==> config.mk <==
export PLATFORM = sky130hd
export DESIGN_NAME = muldiv_unit
export DESIGN_NICKNAME = d
export VERILOG_FILES = /design/src/rtl/md_pkg.sv /design/src/rtl/md_ctrl.sv /design/src/rtl/md_mul.sv /design/src/rtl/md_div.sv /design/src/rtl/muldiv_unit.sv
export SDC_FILE = /design/constraint.sdc
export NUM_CORES = 2
export LEC_CHECK = 0
export BUFFER_PORTS_ARGS = -buffer_cell sky130_fd_sc_hd__buf_2
export CORE_MARGIN = 1.5
export CORE_UTILIZATION = 55
export DETAILED_ROUTE_END_ITERATION = 12
export PLACE_DENSITY = 0.82
export SETUP_SLACK_MARGIN = 0.05
export SLEW_MARGIN = 20
export SYNTH_ARGS = -nofsm -noshare
export SYNTH_HDL_FRONTEND = slang
export SYNTH_SLANG_ARGS = --single-unit
==> constraint.sdc <==
create_clock -name clk -period 15.1 [get_ports clk]
set_input_delay 2.265 -clock clk [delete_from_list [all_inputs] [get_ports clk]]
set_output_delay 2.265 -clock clk [all_outputs]
set_load 0.1 [all_outputs]
==> src/rtl/md_pkg.sv <==
package md_pkg;

    typedef enum logic [1:0] {
        OP_MUL  = 2'd0,
        OP_MULU = 2'd1,
        OP_DIV  = 2'd2,
        OP_DIVU = 2'd3
    } md_op_e;

    typedef struct packed {
        logic zero;
        logic sign;
        logic ovf;
    } md_flags_t;

    // Divides have the upper code bit set.
    function automatic logic op_is_div(input md_op_e op);
        return op[1];
    endfunction

    // Signed variants have the lower code bit clear.
    function automatic logic op_is_signed(input md_op_e op);
        return !op[0];
    endfunction

endpackage

==> src/rtl/md_ctrl.sv <==
module md_ctrl
    import md_pkg::*;
#(
    parameter int MUL_LAT  = 13,
    parameter int DIVU_LAT = 36,
    parameter int DIV_LAT  = 38
) (
    input  logic   clk,
    input  logic   rst,
    input  logic   start,
    input  md_op_e op_in,
    output logic   busy,
    output logic   accept,
    output logic   load_now,
    output logic   done,
    output md_op_e op_q
);

    localparam int MAX_DIV = (DIVU_LAT > DIV_LAT) ? DIVU_LAT : DIV_LAT;
    localparam int MAX_LAT = (MUL_LAT > MAX_DIV) ? MUL_LAT : MAX_DIV;
    localparam int CW      = $clog2(MAX_LAT + 1);

    logic [CW-1:0] cnt;

    function automatic logic [CW-1:0] lat_of(input md_op_e op);
        case (op)
            OP_DIV:  return CW'(DIV_LAT);
            OP_DIVU: return CW'(DIVU_LAT);
            default: return CW'(MUL_LAT);
        endcase
    endfunction

    assign accept   = start && !busy;
    // The last count: outputs are loaded and done rises on the next edge.
    assign load_now = busy && !done && (cnt == '0);

    always_ff @(posedge clk) begin
        if (rst) begin
            busy <= 1'b0;
            done <= 1'b0;
            cnt  <= '0;
            op_q <= OP_MUL;
        end else begin
            done <= load_now;
            if (accept) begin
                busy <= 1'b1;
                cnt  <= lat_of(op_in) - CW'(1);
                op_q <= op_in;
            end else if (done) begin
                busy <= 1'b0;
            end else if (busy && cnt != '0) begin
                cnt <= cnt - CW'(1);
            end
        end
    end

endmodule

==> src/rtl/md_mul.sv <==
module md_mul #(
    parameter int W = 32
) (
    input  logic           clk,
    input  logic           rst,
    input  logic           load,
    input  logic           sgn,
    input  logic [W-1:0]   mcand,
    input  logic [W-1:0]   mplier,
    output logic [2*W-1:0] product
);

    logic [2*W-1:0] ext_a;
    logic [2*W-1:0] ext_b;

    // Operands are widened once at acceptance; the product settles long
    // before the fixed multiply latency expires.
    always_ff @(posedge clk) begin
        if (rst) begin
            ext_a <= '0;
            ext_b <= '0;
        end else if (load) begin
            ext_a <= {{W{sgn && mcand[W-1]}}, mcand};
            ext_b <= {{W{sgn && mplier[W-1]}}, mplier};
        end
    end

    assign product = ext_a * ext_b;

endmodule

==> src/rtl/md_div.sv <==
module md_div #(
    parameter int W = 32
) (
    input  logic         clk,
    input  logic         rst,
    input  logic         load,
    input  logic         sgn,
    input  logic [W-1:0] dividend,
    input  logic [W-1:0] divisor,
    output logic [W-1:0] quotient,
    output logic [W-1:0] remainder,
    output logic         zero_div,
    output logic         ovf_case
);

    localparam int SW = $clog2(W + 1);

    logic [W-1:0]  mag_d;
    logic [W-1:0]  rem_acc;
    logic [W-1:0]  quo_acc;
    logic [SW-1:0] steps;
    logic          neg_q;
    logic          neg_r;

    logic [W:0] shifted;
    logic [W:0] diff;

    function automatic logic [W-1:0] magnitude(input logic [W-1:0] v, input logic s);
        return (s && v[W-1]) ? (~v + W'(1)) : v;
    endfunction

    assign shifted = {rem_acc, quo_acc[W-1]};
    assign diff    = shifted - {1'b0, mag_d};

    // Restoring division, one quotient bit per cycle on magnitudes.
    always_ff @(posedge clk) begin
        if (rst) begin
            mag_d    <= '0;
            rem_acc  <= '0;
            quo_acc  <= '0;
            steps    <= '0;
            neg_q    <= 1'b0;
            neg_r    <= 1'b0;
            zero_div <= 1'b0;
            ovf_case <= 1'b0;
        end else if (load) begin
            mag_d    <= magnitude(divisor, sgn);
            quo_acc  <= magnitude(dividend, sgn);
            rem_acc  <= '0;
            steps    <= SW'(W);
            neg_q    <= sgn && (dividend[W-1] ^ divisor[W-1]);
            neg_r    <= sgn && dividend[W-1];
            zero_div <= (divisor == '0);
            ovf_case <= sgn && (dividend == {1'b1, {(W-1){1'b0}}}) && (divisor == '1);
        end else if (steps != '0) begin
            steps <= steps - SW'(1);
            if (!diff[W]) begin
                rem_acc <= diff[W-1:0];
                quo_acc <= {quo_acc[W-2:0], 1'b1};
            end else begin
                rem_acc <= shifted[W-1:0];
                quo_acc <= {quo_acc[W-2:0], 1'b0};
            end
        end
    end

    assign quotient  = neg_q ? (~quo_acc + W'(1)) : quo_acc;
    assign remainder = neg_r ? (~rem_acc + W'(1)) : rem_acc;

endmodule

==> src/rtl/muldiv_unit.sv <==
module muldiv_unit
    import md_pkg::*;
#(
    parameter int W        = 32,
    parameter int MUL_LAT  = 13,
    parameter int DIVU_LAT = 36,
    parameter int DIV_LAT  = 38
) (
    input  logic         clk,
    input  logic         rst,
    input  logic         start,
    input  logic [1:0]   op,
    input  logic [W-1:0] src_a,
    input  logic [W-1:0] src_b,
    output logic         busy,
    output logic         done,
    output logic [W-1:0] res_lo,
    output logic [W-1:0] res_hi,
    output logic         flag_z,
    output logic         flag_s,
    output logic         flag_ov,
    output logic         div_zero
);

    md_op_e         op_in;
    md_op_e         op_q;
    logic           accept;
    logic           load_now;
    logic [2*W-1:0] product;
    logic [W-1:0]   quotient;
    logic [W-1:0]   remainder;
    logic           dz_latched;
    logic           ovf_case;

    logic [W-1:0]   next_lo;
    logic [W-1:0]   next_hi;
    md_flags_t      next_flags;
    md_flags_t      flags_q;
    logic           dz_q;

    assign op_in = md_op_e'(op);

    md_ctrl #(
        .MUL_LAT (MUL_LAT),
        .DIVU_LAT(DIVU_LAT),
        .DIV_LAT (DIV_LAT)
    ) ctrl_i (
        .clk     (clk),
        .rst     (rst),
        .start   (start),
        .op_in   (op_in),
        .busy    (busy),
        .accept  (accept),
        .load_now(load_now),
        .done    (done),
        .op_q    (op_q)
    );

    md_mul #(.W(W)) mul_i (
        .clk    (clk),
        .rst    (rst),
        .load   (accept && !op_is_div(op_in)),
        .sgn    (op_is_signed(op_in)),
        .mcand  (src_b),
        .mplier (src_a),
        .product(product)
    );

    md_div #(.W(W)) div_i (
        .clk      (clk),
        .rst      (rst),
        .load     (accept && op_is_div(op_in)),
        .sgn      (op_is_signed(op_in)),
        .dividend (src_b),
        .divisor  (src_a),
        .quotient (quotient),
        .remainder(remainder),
        .zero_div (dz_latched),
        .ovf_case (ovf_case)
    );

    always_comb begin
        if (op_is_div(op_q)) begin
            next_lo = quotient;
            next_hi = remainder;
        end else begin
            next_lo = product[W-1:0];
            next_hi = product[2*W-1:W];
        end
        next_flags.zero = (next_lo == '0);
        next_flags.sign = next_lo[W-1];
        case (op_q)
            OP_MUL:  next_flags.ovf = (product[2*W-1:W] != {W{product[W-1]}});
            OP_MULU: next_flags.ovf = (product[2*W-1:W] != '0);
            OP_DIV:  next_flags.ovf = ovf_case;
            default: next_flags.ovf = 1'b0;
        endcase
    end

    always_ff @(posedge clk) begin
        if (rst) begin
            res_lo  <= '0;
            res_hi  <= '0;
            flags_q <= '0;
            dz_q    <= 1'b0;
        end else begin
            dz_q <= 1'b0;
            if (load_now) begin
                if (op_is_div(op_q) && dz_latched) begin
                    dz_q <= 1'b1;
                end else begin
                    res_lo  <= next_lo;
                    res_hi  <= next_hi;
                    flags_q <= next_flags;
                end
            end
        end
    end

    assign flag_z   = flags_q.zero;
    assign flag_s   = flags_q.sign;
    assign flag_ov  = flags_q.ovf;
    assign div_zero = dz_q;

endmodule

==> impl_results.md <==
- Total power: about 0.0033 W
- WL per Instance: 20.9 µm
- Post-Syn Nets: 7589
- Post-synth EDFFs: 0
- Clock skew: 36.3 ps
- Slowest CP cell: dfxtp_1
- Vias in the first global route: 44900
- Achievable Freq: roughly 100 MHz
- Final setup fails: 0
- Starting Density: between 50 and 60%
- Worst-Margin Slew: 1060 ps
- CTS buffer count: 27
- Layout cell share with drive strength beyond 1: 5.28%
- Post-Synthesis Cell Area: roughly 53000 µm²
- DR iter-0 viols: between 3000 and 4000
- Largest net degree at the start of global routing: 84
- Worst-path clk slew: 80 ps
- First-pass GRT wire length: approximately 250000 µm
- Routability congestion estimate: 0.962
- Core ar.: 95300 µm²
- Max-slew violation count: 0
- Max Root-Sink Buffers: 3
- ANT nets after route: 0
- Syn-to-layout area delta: 4.82%
- Post-route insts no fill: 7331
- Detailed placement HPWL: 120000 µm
- Final Hold Vio Count: 0
- Status: complete, no violations
- Crit start category: register
- Root Driver: clkbuf_16
- Cts hold-fix bufs: 0
- Cell repeated most along the worst path: fa_1
- #FFs+latches synth: 249
- Final Net Count: 7484
- VDD IR max: 80.0 µV
- Drt total wl: 154000 µm
- Req. time, crit path: around 16000 ps
- Die footprint: 98200 µm²
- GR Overflow Total: 0
- Crit. End Element: register
- Die Width: 313 µm
- Most common cell after layout, fill and taps aside: inv_1
- Worst Path Max Fanout: 21
- Crit path max-delay family: adder cells
- CTS tree: built
- Die Ht: 313 µm
- First-pass detailed-route iteration total: 6
- Postcts setup bufs: 0
- Post-synthesis sequential area ratio: a little under a tenth
- Final period utilization: roughly two thirds
- Multi-input logic area: 42400 µm²
- Number of library cell types mapped by synthesis: 87
- Pwr/cell area: 59.2 nW/µm²
- Worst R2R Setup Slack: 5320 ps
- Max-cap violations: 0
- Htree depth: 1
- Final core occ: 58.3%
- Initial antenna violation count: 10
- Clk sinks: roughly 250
- WP buf/inv: 6
- Main synth FF type: dfxtp_1
- Drt drc: 0
- Via density: 5.80
- PortBufs: between 100 and 150
- Post-layout min period: 9780 ps
- Sequential cell area: 5010 µm²
- DR vias: 42500
- Rows: between 100 and 150
- Synth Instances: 6143
- Number of fill cells in the layout: 8142
- Cts repair resizes: 0
- Clock latency on the worst-skew pair: 590 ps
- Placed cells: 7274
- Total track usage: roughly a third
- Max-slew headroom: 28.6%
- Crit-path max cell delay: 630 ps
- Post-Route Setup TNS: 0 ps
- Hold WC Path Type: register to register
- RSZ-0062 raised after global routing: false
- Critical path class: register to register
- Arrival @ worst endpoint: 10220 ps
- # IOs: 139
- P_leak: 27.2 nW
- Fraction of registers with async set/reset: 0%
- Synth warn: 0
- Synth Area per Inst: 8.63 µm²
- Most frequent cells in the layout: 1162 x inv_1, 1125 x fa_1, 958 x nand2_1
registers in the layout, indices dropped and copies added (netlist names), 2 cells and up:
register	cells
res_hi	32
div_i.steps	6
ctrl_i.cnt	6
mul_i.ext_b	33
div_i.rem_acc	32
mul_i.ext_a	33
ctrl_i.op_q	2
div_i.mag_d	32
div_i.quo_acc	32
res_lo	32
layout make-up:
type,instances,area share (%)
repair buffers,215,2.30
well taps,1265,2.85
inverters,1162,7.85
multi-input cells,4383,76.2
flip-flops and latches,249,9.02
diodes,7,0.0315
clock inverters,18,0.414
clock buffers,32,1.30
tightest hold or removal path: stages (launching register included):
cell and delay (ps):
dfxtp_1 310, nand2_1 50, nand2_1 40
power breakdown:
part | leakage (nW) | internal, W | switching (W)
clock network | 0.461 | 0.000417 | 0.000314
registers | 2.04 | 0.000737 | 0.000118
logic | 24.7 | 0.000609 | 0.00109
path summary, 6_finish.rpt:
path                     to  depth (start not counted)           start
min reg2reg  div_i.ovf_case                          2  div_i.ovf_case
max                 flag_ov                         28  mul_i.ext_b[3]
min          div_i.ovf_case                          2  div_i.ovf_case
max reg2reg         flag_ov                         28  mul_i.ext_b[3]
synth_stat cells, types with 108 or more instances:
cell	count	area [µm²]
nor2_1	228	856
fa_1	1126	22500
o21ai_0	123	616
dfxtp_1	249	4980
clkbuf_1	313	1170
and2_1	543	3400
a21oi_1	267	1340
inv_1	1162	4360
ha_1	251	3140
xor2_1	108	946
xnor2_1	118	1030
nand2_1	959	3600
per-stage QoR:
step / instance area [µm²] / setup slack, ps / hold slack (ps)
global route: 55500 / 4710 / 456
finish: 55600 / 5320 / 445
detailed placement: 54600 / 5070 / 431
floorplan: 53000 / 6510 / 416
global placement: 54600 / 5420 / 429
CTS: 55500 / 5030 / 441
routing by layer:
layer | track usage [%] | vias to the layer above | wire (µm)
met3 | 5.44 | 581 | 14000
met2 | 52.9 | 2202 | 73400
met4 | 17.6 | 0 | 10400
li1 | - | 18500 | -
met5 | 0 | - | 0
met1 | 40.0 | 21300 | 55800
cells by family (layout without fill, tap and decap cells):
group | Yosys count | in the layout | synth area share (%)
buffers and inverters | 1511 | 1427 | 10.8
xor gates and xnor gates | 228 | 228 | 3.80
other | 0 | 7 | 0
DFF | 249 | 249 | 9.41
adders and majority gates | 1377 | 1377 | 48.5
muxes | 36 | 36 | 0.685
AOI/OAI and AO/OA | 718 | 718 | 8.60
and+or+nand+nor | 2024 | 2024 | 18.3
No activity file was read; power rests on OpenSTA's default activity.
